===== src/rtl/dma_stream_pkg.sv =====
// Shared register offsets and the control word layout for the stream controller.
package dma_stream_pkg;
    typedef enum logic [1:0] {
        REG_CTRL  = 2'd0,
        REG_COUNT = 2'd1,
        REG_PADDR = 2'd2,
        REG_STAT  = 2'd3
    } reg_sel_e;

    // Control word, LSB first: run, loop, transfer-error ie, direct-mode ie
    typedef struct packed {
        logic dme_ie;
        logic te_ie;
        logic loop;
        logic run;
    } ctrl_t;

    localparam int unsigned CTRL_W = $bits(ctrl_t);
    localparam int unsigned NFLAG  = 3;   // te, dme, fifo
    localparam int unsigned NIRQ   = 2;   // flags with an interrupt enable
endpackage


===== src/rtl/dma_stream_cfg.sv =====
// Control word and peripheral address storage.
// Assumes: hw_stop overrides any software write to the run bit in the same cycle.
// The address is held while the run bit is set.
module dma_stream_cfg
    import dma_stream_pkg::*;
#(
    parameter int unsigned ADDR_W = 32
) (
    input  logic              clk,
    input  logic              rst_n,
    input  logic              ctrl_we,
    input  ctrl_t             ctrl_wdata,
    input  logic              paddr_we,
    input  logic [ADDR_W-1:0] paddr_wdata,
    input  logic              hw_stop,
    output ctrl_t             ctrl_q,
    output logic [ADDR_W-1:0] paddr_q,
    output logic              start
);
    // Start: software sets run while stopped, and no hardware stop is pending
    assign start = ctrl_we && ctrl_wdata.run && !ctrl_q.run && !hw_stop;

    // Control register with a hardware clear of the run bit
    always_ff @(posedge clk) begin
        if (!rst_n) begin
            ctrl_q <= '0;
        end else begin
            if (ctrl_we) ctrl_q <= ctrl_wdata;
            if (hw_stop) ctrl_q.run <= 1'b0;
        end
    end

    // Peripheral address, writable only while stopped
    always_ff @(posedge clk) begin
        if (!rst_n)                      paddr_q <= '0;
        else if (paddr_we && !ctrl_q.run) paddr_q <= paddr_wdata;
    end
endmodule


===== src/rtl/dma_stream_counter.sv =====
// Transfer counter with a saved reload value.
// Assumes: load_we and start are never both high (they come from different offsets).
module dma_stream_counter #(
    parameter int unsigned CNT_W = 16
) (
    input  logic             clk,
    input  logic             rst_n,
    input  logic             run,
    input  logic             loop,
    input  logic             load_we,
    input  logic [CNT_W-1:0] load_val,
    input  logic             start,
    input  logic             step,
    output logic [CNT_W-1:0] cnt_q,
    output logic             last_stop,
    output logic             tc_q
);
    localparam logic [CNT_W-1:0] ONE = CNT_W'(1);

    logic [CNT_W-1:0] shadow_q;
    logic             step_ok;
    logic             last;

    // A beat counts only while running with beats left
    assign step_ok   = step && run && (cnt_q != '0);
    assign last      = step_ok && (cnt_q == ONE);
    assign last_stop = last && !loop;

    // Saved value and live count
    always_ff @(posedge clk) begin
        if (!rst_n) begin
            shadow_q <= '0;
            cnt_q    <= '0;
        end else if (load_we && !run) begin
            shadow_q <= load_val;
            cnt_q    <= load_val;
        end else if (start) begin
            cnt_q <= shadow_q;
        end else if (step_ok) begin
            cnt_q <= (last && loop) ? shadow_q : cnt_q - ONE;
        end
    end

    // End-of-block pulse, one cycle after the final beat
    always_ff @(posedge clk) begin
        if (!rst_n) tc_q <= 1'b0;
        else        tc_q <= last;
    end
endmodule


===== src/rtl/dma_stream_flags.sv =====
// Sticky error flags with write-one-to-clear and the masked interrupt.
// Assumes: a set and a clear in the same cycle leave the flag set.
module dma_stream_flags #(
    parameter int unsigned NF = 3,
    parameter int unsigned NI = 2
) (
    input  logic          clk,
    input  logic          rst_n,
    input  logic [NF-1:0] set,
    input  logic [NF-1:0] clr,
    input  logic [NI-1:0] ie,
    output logic [NF-1:0] flag_q,
    output logic          irq
);
    for (genvar i = 0; i < NF; i++) begin : g_flag
        // One sticky flag
        always_ff @(posedge clk) begin
            if (!rst_n) flag_q[i] <= 1'b0;
            else        flag_q[i] <= set[i] | (flag_q[i] & ~clr[i]);
        end
    end

    // Interrupt from the flags that carry an enable
    assign irq = |(flag_q[NI-1:0] & ie);
endmodule


===== src/rtl/dma_stream_ctrl.sv =====
// Top of the stream controller: register decode, read mux and glue.
// Assumes: reads are combinational on reg_raddr, and writes take effect at the edge.
module dma_stream_ctrl
    import dma_stream_pkg::*;
#(
    parameter int unsigned BUS_W = 32,
    parameter int unsigned CNT_W = 16
) (
    input  logic             clk,
    input  logic             rst_n,
    input  logic             reg_we,
    input  logic [1:0]       reg_addr,
    input  logic [BUS_W-1:0] reg_wdata,
    input  logic [1:0]       reg_raddr,
    output logic [BUS_W-1:0] reg_rdata,
    input  logic             xfer_done,
    input  logic             bus_err,
    input  logic             dm_err,
    input  logic             fifo_err,
    output logic             req_ok,
    output logic             tc_pulse,
    output logic             irq
);
    ctrl_t            ctrl_q;
    logic [BUS_W-1:0] paddr_q;
    logic [CNT_W-1:0] cnt_q;
    logic [NFLAG-1:0] flag_q;
    logic             start;
    logic             last_stop;
    logic             hw_stop;
    logic             run;
    logic             loop;

    assign run     = ctrl_q.run;
    assign loop    = ctrl_q.loop;
    assign hw_stop = last_stop || bus_err || fifo_err;
    assign req_ok  = run && (cnt_q != '0);

    dma_stream_cfg #(.ADDR_W(BUS_W)) u_cfg (
        .clk        (clk),
        .rst_n      (rst_n),
        .ctrl_we    (reg_we && (reg_addr == REG_CTRL)),
        .ctrl_wdata (ctrl_t'(reg_wdata[CTRL_W-1:0])),
        .paddr_we   (reg_we && (reg_addr == REG_PADDR)),
        .paddr_wdata(reg_wdata),
        .hw_stop    (hw_stop),
        .ctrl_q     (ctrl_q),
        .paddr_q    (paddr_q),
        .start      (start)
    );

    dma_stream_counter #(.CNT_W(CNT_W)) u_cnt (
        .clk      (clk),
        .rst_n    (rst_n),
        .run      (run),
        .loop     (loop),
        .load_we  (reg_we && (reg_addr == REG_COUNT)),
        .load_val (reg_wdata[CNT_W-1:0]),
        .start    (start),
        .step     (xfer_done),
        .cnt_q    (cnt_q),
        .last_stop(last_stop),
        .tc_q     (tc_pulse)
    );

    dma_stream_flags #(.NF(NFLAG), .NI(NIRQ)) u_flags (
        .clk   (clk),
        .rst_n (rst_n),
        .set   ({fifo_err, dm_err, bus_err}),
        .clr   ((reg_we && (reg_addr == REG_STAT)) ? reg_wdata[NFLAG-1:0] : '0),
        .ie    ({ctrl_q.dme_ie, ctrl_q.te_ie}),
        .flag_q(flag_q),
        .irq   (irq)
    );

    // Read mux over the four registers
    always_comb begin
        unique case (reg_raddr)
            REG_CTRL:  reg_rdata = BUS_W'(ctrl_q);
            REG_COUNT: reg_rdata = BUS_W'(cnt_q);
            REG_PADDR: reg_rdata = paddr_q;
            default:   reg_rdata = BUS_W'(flag_q);
        endcase
    end
endmodule


===== config.mk =====
export PLATFORM = sky130hd
export DESIGN_NAME = dma_stream_ctrl
export DESIGN_NICKNAME = d
export VERILOG_FILES = /design/src/rtl/dma_stream_pkg.sv /design/src/rtl/dma_stream_cfg.sv /design/src/rtl/dma_stream_counter.sv /design/src/rtl/dma_stream_flags.sv /design/src/rtl/dma_stream_ctrl.sv
export SDC_FILE = /design/constraint.sdc
export NUM_CORES = 1
export LEC_CHECK = 0
export BUFFER_PORTS_ARGS = -buffer_cell sky130_fd_sc_hd__clkbuf_2
export CORE_MARGIN = 3
export CORE_UTILIZATION = 40
export CTS_CLUSTER_DIAMETER = 30
export DETAILED_ROUTE_END_ITERATION = 16
export REMOVE_ABC_BUFFERS = 1
export SYNTH_ARGS = -nofsm -noshare
export SYNTH_HDL_FRONTEND = slang
export SYNTH_HIERARCHICAL = 1
export SYNTH_SLANG_ARGS = --single-unit
export TNS_END_PERCENT = 10

===== constraint.sdc =====
create_clock -name clk -period 4.55 [get_ports clk]
set_clock_uncertainty 0.05 [all_clocks]
set_input_delay 0.2275 -clock clk [delete_from_list [all_inputs] [get_ports clk]]
set_output_delay 0.2275 -clock clk [all_outputs]
set_load 0.005 [all_outputs]

==> results.yml <==
status:
  status: "completed"
placed_design:
  portBuffers: 77
  hpwlAfterDp_um: 6520
  placed_cells: 626
  place.gp.congestion: 0.8463
floorplan:
  die-area_sq_um: 10850
  rows: 35
  core_sq_um: 9284
  ios: 78
  initial_core_util: 0.4152
  die_w_um: 104.2
  dieHeight_um: 104.2
pwr:
  power_density_nw_per_um2: 322.5
  max-vdd-ir-drop_mv: 0.1246
  leakagePower_nw: 1.801
routing:
  antenna_left: 0
  drc: 0
  wl_um: 9264
  wl_per_cell_um: 14.45
  first_iter_violations: 168
  num_vias: 3324
  first_pass_iters: 4
  via_per_inst: 5.186
setup_path:
  r2r-end: "u_cnt/cnt_q[14]$_SDFFE_PN0P_"
  reg2reg_setup_slack_ps: 1270
  worstRegToRegCells: 11
  cp.required_ps: 4790
  r2r-start: "u_cnt/cnt_q[4]$_SDFFE_PN0P_"
  setup.worst_path.class: "reg -> reg"
  cp.arrival_ps: 3520
  cp-start-kind: "flip-flop"
  end_kind: "flip-flop"
  cp_max_fo: 15
min_path:
  hold_class: "in -> reg"
  min_from: "dm_err"
  worstHoldPathCells: 2
  hold_path_end: "u_flags/flag_q[1]$_SDFF_PN0_"
logic_synthesis:
  netlist.area_leader.share: 0.3739
  yosysTopAreaCell: "dfxtp_1"
  syn_inst: 444
  syn_area_sq_um: 3855
  synth-edff-count: 0
  yosys_warnings: 6
  ys.flop_type: "dfxtp_1"
  synthTopCellsByArea: "dfxtp_1 (37%), nand2_1 (11%), mux2i_1 (9.9%), a22o_2 (3.4%), a31oi_1 (3.2%)"
  ys_ff_latch: 72
  ys_types: 53
  ys_seq_area_frac: 0.3739
  avgSynthCellArea_sq_um: 8.682
  synth-async-reset-ratio: 0
clock_network:
  cts.sinks: 72
  cts_max_path_buffers: 2
  cts_root_buffer: "clkbuf_8"
  cts_setup_buffers: 0
  hold_buffers: 0
  cts_tree: "done"
  cts.repair.resized: 0
  cts_made_buffers: 9
  clk_transition_reported_paths_ps: 70
  htree_levels: 3
  clk_latency_ps: 340
final_layout:
  layout_commonest_cell: "nand2_1"
  drive_above_1_share: 0.2422
  area_delta_synth_final_pct: 13.70
  nFillCells: 959
  nets: 554
  layout.cells.non_filler: 641
  diodes: 0
  final_cell_mix: "nand2_1 (108), clkbuf_2 (77), dfxtp_1 (72)"
global_routing:
  grt_pass1_vias: 3262
  grt_pass1_wl_um: 15870
  antenna_found_initial: 0
  overflow: 0
  grt_start_max_net_pins: 50
  grt_usage: 0.1767
run:
  max_cap_violations: 0
sta:
  relSlewSlack: 0.2177
  fmax_ghz: 0.3051
  fin_crit_ps: 3278
  timing.hold.ws_ps: 42.26
  hold_viol: 0
  rsz0062_at_grt: "no"
  worst_slew_pin_slew_ps: 1168
  setup_violations: 0
  final.setup.tns_ps: 0
  maxSlewViolCount: 0
  finalCritPeriodShare: 0.7204
==> flip-flops by register name, summed over array words and instances (netlist names) <==
register / cells
u_cfg/paddr_q: 32
u_cnt/shadow_q: 16
u_cnt/cnt_q: 16
u_flags/flag_q: 3
u_cnt/tc_q: 1
u_cfg/ctrl_q: 4
==> metal layers <==
| layer | GRT usage | vias to the layer above | share of wire |
|---|---|---|---|
| met1 | 0.2298 | 1555 | 0.46 |
| met5 | 0 | - | 0 |
| li1 | - | 1685 | - |
| met3 | 0.05152 | 8 | 0.050 |
| met2 | 0.2902 | 76 | 0.48 |
| met4 | 0.04084 | 0 | 0.0080 |
==> logic make-up after synthesis <==
family | after synthesis | share of synthesized area
compound gates | 86 | 0.1542
fa+ha+maj | 3 | 0.009738
mux | 42 | 0.1220
simple gates | 194 | 0.2441
flops | 72 | 0.3739
buf+inv | 38 | 0.07562
xor+xnor | 9 | 0.02045
==> worst max path at each step <==
stage,startpoint,endpoint,depth (start not counted)
final,u_cnt/cnt_q[4]$_SDFFE_PN0P_,u_cnt/cnt_q[14]$_SDFFE_PN0P_,11
after global routing,u_cnt/cnt_q[4]$_SDFFE_PN0P_,u_cnt/cnt_q[14]$_SDFFE_PN0P_,11
after CTS,u_cnt/cnt_q[4]$_SDFFE_PN0P_,u_cnt/cnt_q[14]$_SDFFE_PN0P_,11
after detailed placement,u_cnt/cnt_q[4]$_SDFFE_PN0P_,u_cnt/cnt_q[14]$_SDFFE_PN0P_,11
after global placement,u_cnt/cnt_q[4]$_SDFFE_PN0P_,u_cnt/cnt_q[14]$_SDFFE_PN0P_,11
after floorplan,u_cnt/cnt_q[4]$_SDFFE_PN0P_,u_cnt/cnt_q[13]$_SDFFE_PN0P_,10
==> cell usage after synthesis, drive strengths merged (6+ instances only) <==
cell      n
a21oi    18
a22o     13
a31oi    20
and2     19
buf      22
clkbuf    9
dfxtp    72
inv       7
mux2i    38
nand2   108
nand3     9
nor2     18
nor2b     9
nor4      8
o211ai    6
o21ai    16
==> worst max-delay path, stage by stage, from the launching register on <==
cell	delay [ps]
dfxtp_1	400
or4_4	600
nor2_1	110
nand4b_1	130
nor4_1	300
or3_1	170
nor4bb_1	90
a41oi_2	600
buf_4	330
mux2i_1	210
o2111ai_1	120
nand3_1	110
==> power by group <==
part           switching, mW  internal, mW
logic                  0.130         0.107
clock network          0.231         0.263
registers             0.0264         0.657
==> final cells by class <==
| type | count | area, sq um | area share |
|---|---|---|---|
| Timing Repair Buffer | 84 | 437.9 | 0.09991 |
| Inverter | 7 | 26.28 | 0.005995 |
| Sequential cell | 72 | 1441 | 0.3289 |
| Tap cell | 129 | 161.4 | 0.03683 |
| Clock inverter | 4 | 45.04 | 0.01028 |
| Multi-Input combinational cell | 334 | 2130 | 0.4859 |
| Clock buffer | 11 | 141.4 | 0.03226 |
==> through the flow <==
stage	setup WS [ps]	instance area, sq um	util	power (mW)
finish	1272	4383	0.4721	1.413
floorplan	1440	3590	-	0.8506
global route	926.9	4383	0.4721	1.500
detailed placement	1238	4197	0.4520	0.9364
CTS	1208	4383	0.4721	1.434
global placement	1382	4197	0.4520	0.9319
Note: power is estimated with default switching activity, not from simulation.
